### config.mk
export PLATFORM = sky130hd
export DESIGN_NAME = tot_stamp_encoder
export DESIGN_NICKNAME = d
export VERILOG_FILES = /design/src/rtl/tse_pkg.sv /design/src/rtl/tse_seq.sv /design/src/rtl/tse_hit_reg.sv /design/src/rtl/tse_therm_enc.sv /design/src/rtl/tot_stamp_encoder.sv
export SDC_FILE = /design/constraint.sdc
export NUM_CORES = 1
export LEC_CHECK = 0
export BUFFER_PORTS_ARGS = -buffer_cell sky130_fd_sc_hd__buf_2
export CAP_MARGIN = 5
export CORE_MARGIN = 2
export CORE_UTILIZATION = 57
export CTS_CLUSTER_SIZE = 16
export DETAILED_ROUTE_END_ITERATION = 7
export PLACE_DENSITY = 0.8
export SLEW_MARGIN = 5
export SYNTH_ARGS = -nofsm -noshare
export SYNTH_HDL_FRONTEND = slang
export SYNTH_SLANG_ARGS = --single-unit
export TNS_END_PERCENT = 5
### constraint.sdc
create_clock -name clk -period 4.4 [get_ports clk]
set_clock_uncertainty 0.15 [all_clocks]
set_input_delay 0.22 -clock clk [delete_from_list [all_inputs] [get_ports clk]]
set_output_delay 0.22 -clock clk [all_outputs]
set_load 0.005 [all_outputs]
### src/rtl/tse_pkg.sv
package tse_pkg;
  typedef enum logic [1:0] {
    ST_IDLE = 2'd0,
    ST_WAIT = 2'd1,
    ST_EMIT = 2'd2
  } bank_state_t;
endpackage

### src/rtl/tse_seq.sv
module tse_seq #(
  parameter int LOST_W = 8
) (
  input  logic              clk,
  input  logic              rst,
  input  logic              tot_in,
  output logic              cap_rise,
  output logic              cap_fall,
  output logic              emit,
  output logic              busy,
  output logic [LOST_W-1:0] lost_cnt
);
  import tse_pkg::*;

  bank_state_t state;
  logic        tot_q;
  logic        rise_evt;
  logic        fall_evt;

  // previous line level, no reset needed: state is held idle in reset
  always_ff @(posedge clk) tot_q <= tot_in;

  assign rise_evt = tot_in & ~tot_q;
  assign fall_evt = ~tot_in & tot_q;

  assign cap_rise = (state == ST_IDLE) && rise_evt;
  assign cap_fall = (state == ST_WAIT) && fall_evt;
  assign emit     = (state == ST_EMIT);

  always_ff @(posedge clk) begin
    if (rst) begin
      state    <= ST_IDLE;
      busy     <= 1'b0;
      lost_cnt <= '0;
    end else begin
      case (state)
        ST_IDLE: if (rise_evt) begin
          state <= ST_WAIT;
          busy  <= 1'b1;
        end
        ST_WAIT: if (fall_evt) state <= ST_EMIT;
        default: begin
          state <= ST_IDLE;
          busy  <= 1'b0;
          if (rise_evt) lost_cnt <= lost_cnt + 1'b1;
        end
      endcase
    end
  end
endmodule

### src/rtl/tse_hit_reg.sv
module tse_hit_reg #(
  parameter int TAPS  = 32,
  parameter int CRS_W = 6
) (
  input  logic             clk,
  input  logic             rst,
  input  logic             cap,
  input  logic [TAPS-1:0]  taps_in,
  input  logic [CRS_W-1:0] crs_in,
  output logic [TAPS-1:0]  taps_q,
  output logic [CRS_W-1:0] crs_q
);
  always_ff @(posedge clk) begin
    if (rst) begin
      taps_q <= '0;
      crs_q  <= '0;
    end else if (cap) begin
      taps_q <= taps_in;
      crs_q  <= crs_in;
    end
  end
endmodule

### src/rtl/tse_therm_enc.sv
module tse_therm_enc #(
  parameter int TAPS   = 32,
  localparam int FINE_W = $clog2(TAPS)
) (
  input  logic [TAPS-1:0]   therm,
  output logic [FINE_W-1:0] code
);
  logic [TAPS-1:0] voted;

  for (genvar i = 0; i < TAPS; i++) begin : g_vote
    logic lo, hi;
    if (i == 0) begin : g_lo_edge
      assign lo = 1'b1;
    end else begin : g_lo_mid
      assign lo = therm[i-1];
    end
    if (i == TAPS-1) begin : g_hi_edge
      assign hi = 1'b0;
    end else begin : g_hi_mid
      assign hi = therm[i+1];
    end
    assign voted[i] = (lo & therm[i]) | (therm[i] & hi) | (lo & hi);
  end

  // lowest voted zero marks the 1-to-0 boundary; saturate when none
  always_comb begin
    code = FINE_W'(TAPS-1);
    for (int i = TAPS-1; i >= 0; i--) begin
      if (!voted[i]) code = FINE_W'(i);
    end
  end
endmodule

### src/rtl/tot_stamp_encoder.sv
module tot_stamp_encoder #(
  parameter int TAPS   = 32,
  parameter int CRS_W  = 6,
  parameter int ADDR_W = 5,
  parameter int LOST_W = 8,
  localparam int FINE_W = $clog2(TAPS),
  localparam int W_W    = CRS_W + FINE_W,
  localparam int ENC_W  = ADDR_W + 2*(CRS_W + FINE_W),
  localparam int RAW_W  = ADDR_W + 2*(CRS_W + TAPS)
) (
  input  logic              clk,
  input  logic              rst,
  input  logic              tot_in,
  input  logic [TAPS-1:0]   taps,
  input  logic [ADDR_W-1:0] pix_addr,
  input  logic              raw_mode,
  output logic              rec_valid,
  output logic [RAW_W-1:0]  rec_data,
  output logic [W_W-1:0]    pulse_width,
  output logic              busy,
  output logic [LOST_W-1:0] lost_cnt
);
  logic              cap_rise, cap_fall, emit;
  logic [CRS_W-1:0]  coarse;
  logic [ADDR_W-1:0] addr_q;
  logic [TAPS-1:0]   snap   [2];
  logic [CRS_W-1:0]  crs_h  [2];
  logic [FINE_W-1:0] fine_h [2];
  logic [ENC_W-1:0]  enc_rec;
  logic [RAW_W-1:0]  raw_rec;
  logic [W_W-1:0]    t_rise, t_fall;

  tse_seq #(.LOST_W(LOST_W)) u_seq (
    .clk      (clk),
    .rst      (rst),
    .tot_in   (tot_in),
    .cap_rise (cap_rise),
    .cap_fall (cap_fall),
    .emit     (emit),
    .busy     (busy),
    .lost_cnt (lost_cnt)
  );

  always_ff @(posedge clk) begin
    if (rst) coarse <= '0;
    else     coarse <= coarse + 1'b1;
  end

  always_ff @(posedge clk) begin
    if (rst)           addr_q <= '0;
    else if (cap_rise) addr_q <= pix_addr;
  end

  // index 0 holds the leading edge, index 1 the trailing edge
  for (genvar e = 0; e < 2; e++) begin : g_edge
    tse_hit_reg #(.TAPS(TAPS), .CRS_W(CRS_W)) u_hit (
      .clk     (clk),
      .rst     (rst),
      .cap     ((e == 0) ? cap_rise : cap_fall),
      .taps_in (taps),
      .crs_in  (coarse),
      .taps_q  (snap[e]),
      .crs_q   (crs_h[e])
    );
    tse_therm_enc #(.TAPS(TAPS)) u_enc (
      .therm (snap[e]),
      .code  (fine_h[e])
    );
  end

  assign enc_rec = {addr_q, crs_h[0], fine_h[0], crs_h[1], fine_h[1]};
  assign raw_rec = {addr_q, crs_h[0], snap[0], crs_h[1], snap[1]};
  assign t_rise  = {crs_h[0], fine_h[0]};
  assign t_fall  = {crs_h[1], fine_h[1]};

  always_ff @(posedge clk) begin
    if (rst) begin
      rec_valid   <= 1'b0;
      rec_data    <= '0;
      pulse_width <= '0;
    end else begin
      rec_valid <= emit;
      if (emit) begin
        rec_data    <= raw_mode ? raw_rec : RAW_W'(enc_rec);
        pulse_width <= t_fall - t_rise;
      end
    end
  end
endmodule

==> results of run 1 <==
[worst paths after layout]
check	end	from	cells past startpoint	slack (ns)
max reg2reg	pulse_width[10]	g_edge[0].u_hit.taps_q[25]	18	0.23
min reg2reg	pulse_width[3]	pulse_width[3]	2	0.30
min	coarse[5]	rst	2	0.19
max	pulse_width[10]	g_edge[0].u_hit.taps_q[25]	18	0.23
[logic make-up after synthesis]
family | count (synthesis) | share of synthesized area, %
adders and majority gates | 14 | 1.92
xor gates and xnor gates | 26 | 2.43
AOI/OAI and AO/OA | 386 | 27.4
DFF | 192 | 41.0
and+or+nand+nor | 407 | 18.7
buffers and inverters | 145 | 6.26
muxes | 21 | 2.24
[cell type report]
cell class	instances	area [um^2]
clock buffer	21	460
sequential	192	3850
inverter	31	116
multi-input combinational	854	4990
clock inverter	11	96.3
fill	1352	4980
tap	216	270
timing repair buffer	199	1240
[metrics by stage]
step	utilization, %	power [mW]	area, um^2	hold slack, ns	setup WS, ns
finish	68.9	3.57	11000	0.193	0.231
global route	68.9	3.69	11000	0.222	0.00169
detailed placement	62.9	2.11	10100	0.273	0.113
CTS	68.8	3.58	11000	0.198	0.0303
global placement	62.9	2.10	10100	0.275	0.264
floorplan	-	2.02	9370	0.0977	0.745
[routing by layer]
layer / part of all wire [%] / vias up
met5: 0 / -
met4: 2.1 / 0
met3: 6.9 / 43
met2: 46 / 316
met1: 45 / 4169
li1: - / 4417
[layout by cell type (no fill, tap or decap), types with 5 or more instances in the layout]
| cell type | instances |
|---|---|
| buf_2 | 141 |
| nand4_1 | 7 |
| inv_1 | 30 |
| xnor2_1 | 12 |
| dfxtp_1 | 184 |
| a21boi_0 | 5 |
| nand3_1 | 16 |
| ha_1 | 12 |
| a31oi_1 | 10 |
| nor3_1 | 17 |
| dlygate4sd3_1 | 38 |
| o21ai_1 | 7 |
| a211oi_1 | 28 |
| mux2i_1 | 21 |
| o211ai_1 | 14 |
| clkbuf_16 | 17 |
| nand2_1 | 236 |
| nand3b_1 | 5 |
| o21ai_0 | 52 |
| nand2b_1 | 14 |
| a32oi_1 | 6 |
| a22o_1 | 59 |
| a21o_1 | 5 |
| xor2_1 | 14 |
| or3_1 | 5 |
| dfxtp_2 | 8 |
| nor2_1 | 73 |
| o22ai_1 | 8 |
| nor2b_1 | 6 |
| and2_1 | 5 |
| o221ai_1 | 10 |
| a21oi_1 | 130 |
| buf_4 | 20 |
| a22oi_1 | 8 |
[report_power, final]
part / switching [mW] / internal, mW / total, mW / leakage, nW
Sequential: 0.0597 / 1.77 / 1.83 / 1.56
Combinational: 0.159 / 0.113 / 0.273 / 2.37
Clock: 0.698 / 0.769 / 1.47 / 0.261
Total: 0.917 / 2.65 / 3.57 / 4.18
[critical path: cells and delay by family, from the launching register on]
family / cells / cell delay [ns]
compound gates: 12 / 2.33
xor+xnor: 1 / 0.10
fa+ha+maj: 2 / 0.61
buf+inv: 1 / 0.05
flops: 1 / 0.48
simple gates: 2 / 0.33
[sequential cells by signal (all words and copies together), names as in the netlist]
register,cells
rec_data,81
u_seq.busy,1
u_seq.lost_cnt,8
coarse,6
u_seq.tot_q,1
g_edge.u_hit.crs_q,12
pulse_width,11
g_edge.u_hit.taps_q,64
rec_valid,1
addr_q,5
u_seq.state,2
[timing repair]
item / in CTS / in global routing
endpoints found under the hold margin: 70 / 0
resized for setup: 0 / 11
setup endpoints to repair: 0 / 5
hold buffers: 38 / 0
==> qor.yml, run 1 <==
status: "complete, no violations"
finalSetupTns_ns: 0
hpwl_mm: 16.6
coreArea_um2: 16000
criticalPathCategory: "reg -> reg"
grt_max_degree: 78
use_met3_pct: 5.11
antenna_found_initial: 0
clock-sinks: 192
final_cells: 1524
synthMostInstantiatedCell: "nand2_1"
vias_per_cell: 5.87
vias: 8945
io_pins: 143
finalSetupViolations: 0
yosys_register_bits: 192
portBuffers: 142
syn_area_per_cell_um2: 7.87
routedWlPerCell_um: 16.4
numCtsBuffers: 17
relSlewSlack_pct: 29.5
worst_slew_pin_slew_ns: 1.06
clk_pin_slew_ns: 0.07
antenna_cells: 0
tritoncts: "done"
areaGrowthSynthToFinish_pct: 17.6
grt_pass1_vias: 8136
drv_slew: 0
min_period_ns: 4.17
htree_levels: 4
cp-start-kind: "flip-flop"
ys_seq_area_share_pct: 41.0
fp.dieArea_um2: 17500
drc: 0
ant_nets: 0
finalHoldViolCount: 0
cp_data_arrival_time_ns: 4.34
cp.required_ns: 4.57
ys_warn_count: 0
use_met1_pct: 39.6
dp_cells: 1454
synthTopCellsByArea: "dfxtp_1 41%, nand2_1 9.5%, a21oi_1 6.9%"
synth_largest_area_cell: "dfxtp_1"
grt_overflow_total: 0
max_cap_violations: 0
root_buffer: "clkbuf_16"
max_freq_mhz: 240
top_usage_layer: "met2"
die_h_um: 132
clk_latency_ns: 0.43
synth_ff_type: "dfxtp_1"
holdCritPathClass: "in -> reg"
crit_path_frequent_cell: "a21oi_1"
netlist.area_leader.share_pct: 41.0
dr.pass1.iters: 5
synth-edff-count: 0
p_per_area_nw_per_um2: 324
grt_setup_unrepaired: "no"
drt_iter0_markers: 815
final_layout_size_suffix_gt1_share_pct: 16.6
synth.distinct_cells: 69
ir_drop_uv: 346
cpPeakStageDelay_ns: 0.48
cp_slowest_cell: "dfxtp_1"
fin_crit_sh_pct: 94.8
fin_nets: 1349
post_cts_buffers: 0
wl_mm: 25.0
netlist_area_um2: 9370
rows: 46
synthArstFlopShare_pct: 0
clock_path_buffers: 2
end_kind: "flip-flop"
gp_congestion: 0.896
cp_max_fo: 9
path_cells: "a21oi_1, a211oi_1, o211ai_1, a22oi_1, a21oi_1, o21ba_1, nor3_2, ha_1, inv_1, fa_1, a21o_1, a21oi_1, nor2b_1, o21ai_1, a21oi_1, a31oi_1, xnor2_1, a22o_1"
start_util_pct: 58.6
die_width_um: 132
syn_nets: 1245
synthTopCellsByCount: "237 x nand2_1, 192 x dfxtp_1, 130 x a21oi_1"
gr-usage-met2_pct: 45.5
grtUsageTotal_pct: 28.6
grt_pass1_wl_mm: 41.2
power.leakage_nw: 4.18
syn_inst: 1191
No activity file was read; power rests on OpenSTA's default activity.
==> inputs of run 2 (changes only) <==
Settings changed: CORE_ASPECT_RATIO from default to 1.2.
==> run 2 against run 1 <==
  * Non-clock buffer count unchanged
  * Flip-flop and latch count did not move
  * Clock power grew 12%
  * Worst setup slack improved by 0.020 ns
  * Worst hold slack lost 0.083 ns
  * Register-to-register slack better by 0.02 ns
  * Maximum frequency grew 0.48%
  * Combinational power about the same
  * Critical endpoint unchanged
  * Largest power group unchanged
==> qor.yml, run 2 (synthesis gave the netlist of run 1 again) <==
finalSetupTns_ns: 0
io_pins: 143
grtUsageTotal_pct: 28.6
root_buffer: "clkbuf_16"
status: "complete, no violations"
drt_iter0_markers: 772
finalInstanceArea_um2: 11100
mostFrequentLayoutCell: "nand2_1"
finalHoldViolCount: 0
grt_overflow_total: 0
cp_data_arrival_time_ns: 4.32
final_layout_size_suffix_gt1_share_pct: 17.2
ant_nets: 0
holdPathStages: 2
cp-start-kind: "flip-flop"
place_ws_ns: 0.155
wl_mm: 25.3
rrSetupSlack_ns: 0.25
clk_latency_ns: 0.44
max_freq_mhz: 241
rows: 51
crit_path_frequent_cell: "a21oi_1"
min_from: "rst"
intPower_mw: 2.85
fin_crit_sh_pct: 94.3
finish.utilization_pct: 68.7
reg2reg_from: "g_edge[0].u_hit.taps_q[25]"
power_switching_mw: 0.894
placed_cell_area_um2: 10100
clock-sinks: 192
criticalPathCategory: "reg -> reg"
antenna_found_initial: 1
cp.required_ns: 4.57
routedWlPerCell_um: 16.6
power.leakage_nw: 4.22
grt_setup_unrepaired: "no"
clock_path_buffers: 2
coreArea_um2: 16100
drv_slew: 0
cp_slowest_cell: "fa_1"
die_width_um: 121
start_util_pct: 58.0
finalWorstSetupSlack_ns: 0.251
grt_pass1_wl_mm: 40.1
comb_power_share_pct: 7.2
sw_frac_of_total_pct: 23.9
worst-path-buf-inv: 1
ir_drop_uv: 296
fin_nets: 1349
areaGrowthSynthToFinish_pct: 18.4
min_period_ns: 4.15
end_kind: "flip-flop"
worstHoldEndpoint: "rec_data[15]"
relSlewSlack_pct: 26.7
clkPwrFrac_pct: 43.9
top_register: "rec_data"
gp_congestion: 0.899
worstReg2RegEnd: "pulse_width[10]"
largest_register_ffs: 81
dr.pass1.iters: 5
vias_per_cell: 5.93
portBuffers: 142
final_cells: 1520
grt_pass1_vias: 8109
largestRegisters: "rec_data: 81 flops, g_edge.u_hit.taps_q: 64 flops, g_edge.u_hit.crs_q: 12 flops"
die_h_um: 144
holdCritPathClass: "in -> reg"
r2r_cells: 18
htree_levels: 4
worst_slew_pin_slew_ns: 1.10
cpPeakStageDelay_ns: 0.39
tritoncts: "done"
vias: 9008
final_cell_mix: "236 x nand2_1, 176 x dfxtp_1, 141 x buf_2, 129 x a21oi_1, 73 x nor2_1"
cp_max_fo: 9
grt_max_degree: 83
dp_cells: 1450
path_cells: "and2_1, a211oi_1, o211ai_1, a22oi_1, a21oi_1, o21ba_1, nor3_2, ha_1, inv_1, fa_1, a21o_1, a21oi_1, nor2b_1, o21ai_1, a21oi_1, a31oi_1, xnor2_1, a22o_1"
numCtsBuffers: 17
fp.dieArea_um2: 17500
p_per_area_nw_per_um2: 338
power_frac_seq_pct: 48.9
hpwl_mm: 16.6
drc: 0
post_cts_buffers: 0
max_cap_violations: 0
clk_pin_slew_ns: 0.07
finalSetupViolations: 0
cp_top_family: "compound AO/OA/AOI/OAI gates"
## run 2: changes by cell type in the layout (fill, tap and decap cells not counted), sizes merged
cell | before | now
bufinv | 0 | 4
clkbuf | 21 | 19
clkinv | 2 | 3
clkinvlp | 4 | 2
diode | 0 | 1
inv | 36 | 34
## run 2: layer usage
metal / part of all wire, % / global-route usage, %
met5: 0 / 0
met4: 2.9 / 13.1
met3: 5.2 / 4.02
met2: 48 / 47.8
met1: 44 / 36.5
## run 2: how the worst max path moves through the flow
stage	startpoint	to	depth (start not counted)
4_1_cts	g_edge[0].u_hit.taps_q[24]	pulse_width[10]	18
5_1_grt	g_edge[0].u_hit.taps_q[14]	pulse_width[9]	14
2_1_floorplan	g_edge[0].u_hit.taps_q[12]	pulse_width[10]	18
3_5_place_dp	g_edge[0].u_hit.taps_q[7]	pulse_width[10]	18
3_3_place_gp	g_edge[0].u_hit.taps_q[7]	pulse_width[10]	18
6_report	g_edge[0].u_hit.taps_q[25]	pulse_width[10]	18
## run 2: stage by stage
| step | hold slack, ns | total power, mW |
|---|---|---|
| 2_1_floorplan | 0.0977 | 2.02 |
| 3_3_place_gp | 0.277 | 2.10 |
| 3_5_place_dp | 0.277 | 2.10 |
| 4_1_cts | 0.105 | 3.75 |
| 5_1_grt | 0.146 | 3.85 |
| 6_report | 0.111 | 3.75 |
## run 2: power by group through the flow
stage | combinational, mW | sequential [mW] | clock, mW
after floorplan | 0.197 | 1.83 | 0
after global placement | 0.233 | 1.87 | 0
after detailed placement | 0.235 | 1.87 | 0
after CTS | 0.264 | 1.83 | 1.66
after global routing | 0.295 | 1.84 | 1.71
final | 0.270 | 1.83 | 1.64
## run 2: cell type report
type	count	area, um^2
Inverter	31	116
Multi-Input combinational cell	854	4990
Antenna cell	1	2.50
Fill cell	1315	5050
Timing Repair Buffer	199	1240
Clock inverter	12	180
Tap cell	212	265
Clock buffer	19	443
Sequential cell	192	3860
## run 2: repair_timing
action                                  CTS  global route
hold buffers                             38             0
endpoints found under the setup margin    0             5
gates resized for setup                   0            19
endpoints found under the hold margin    70             0
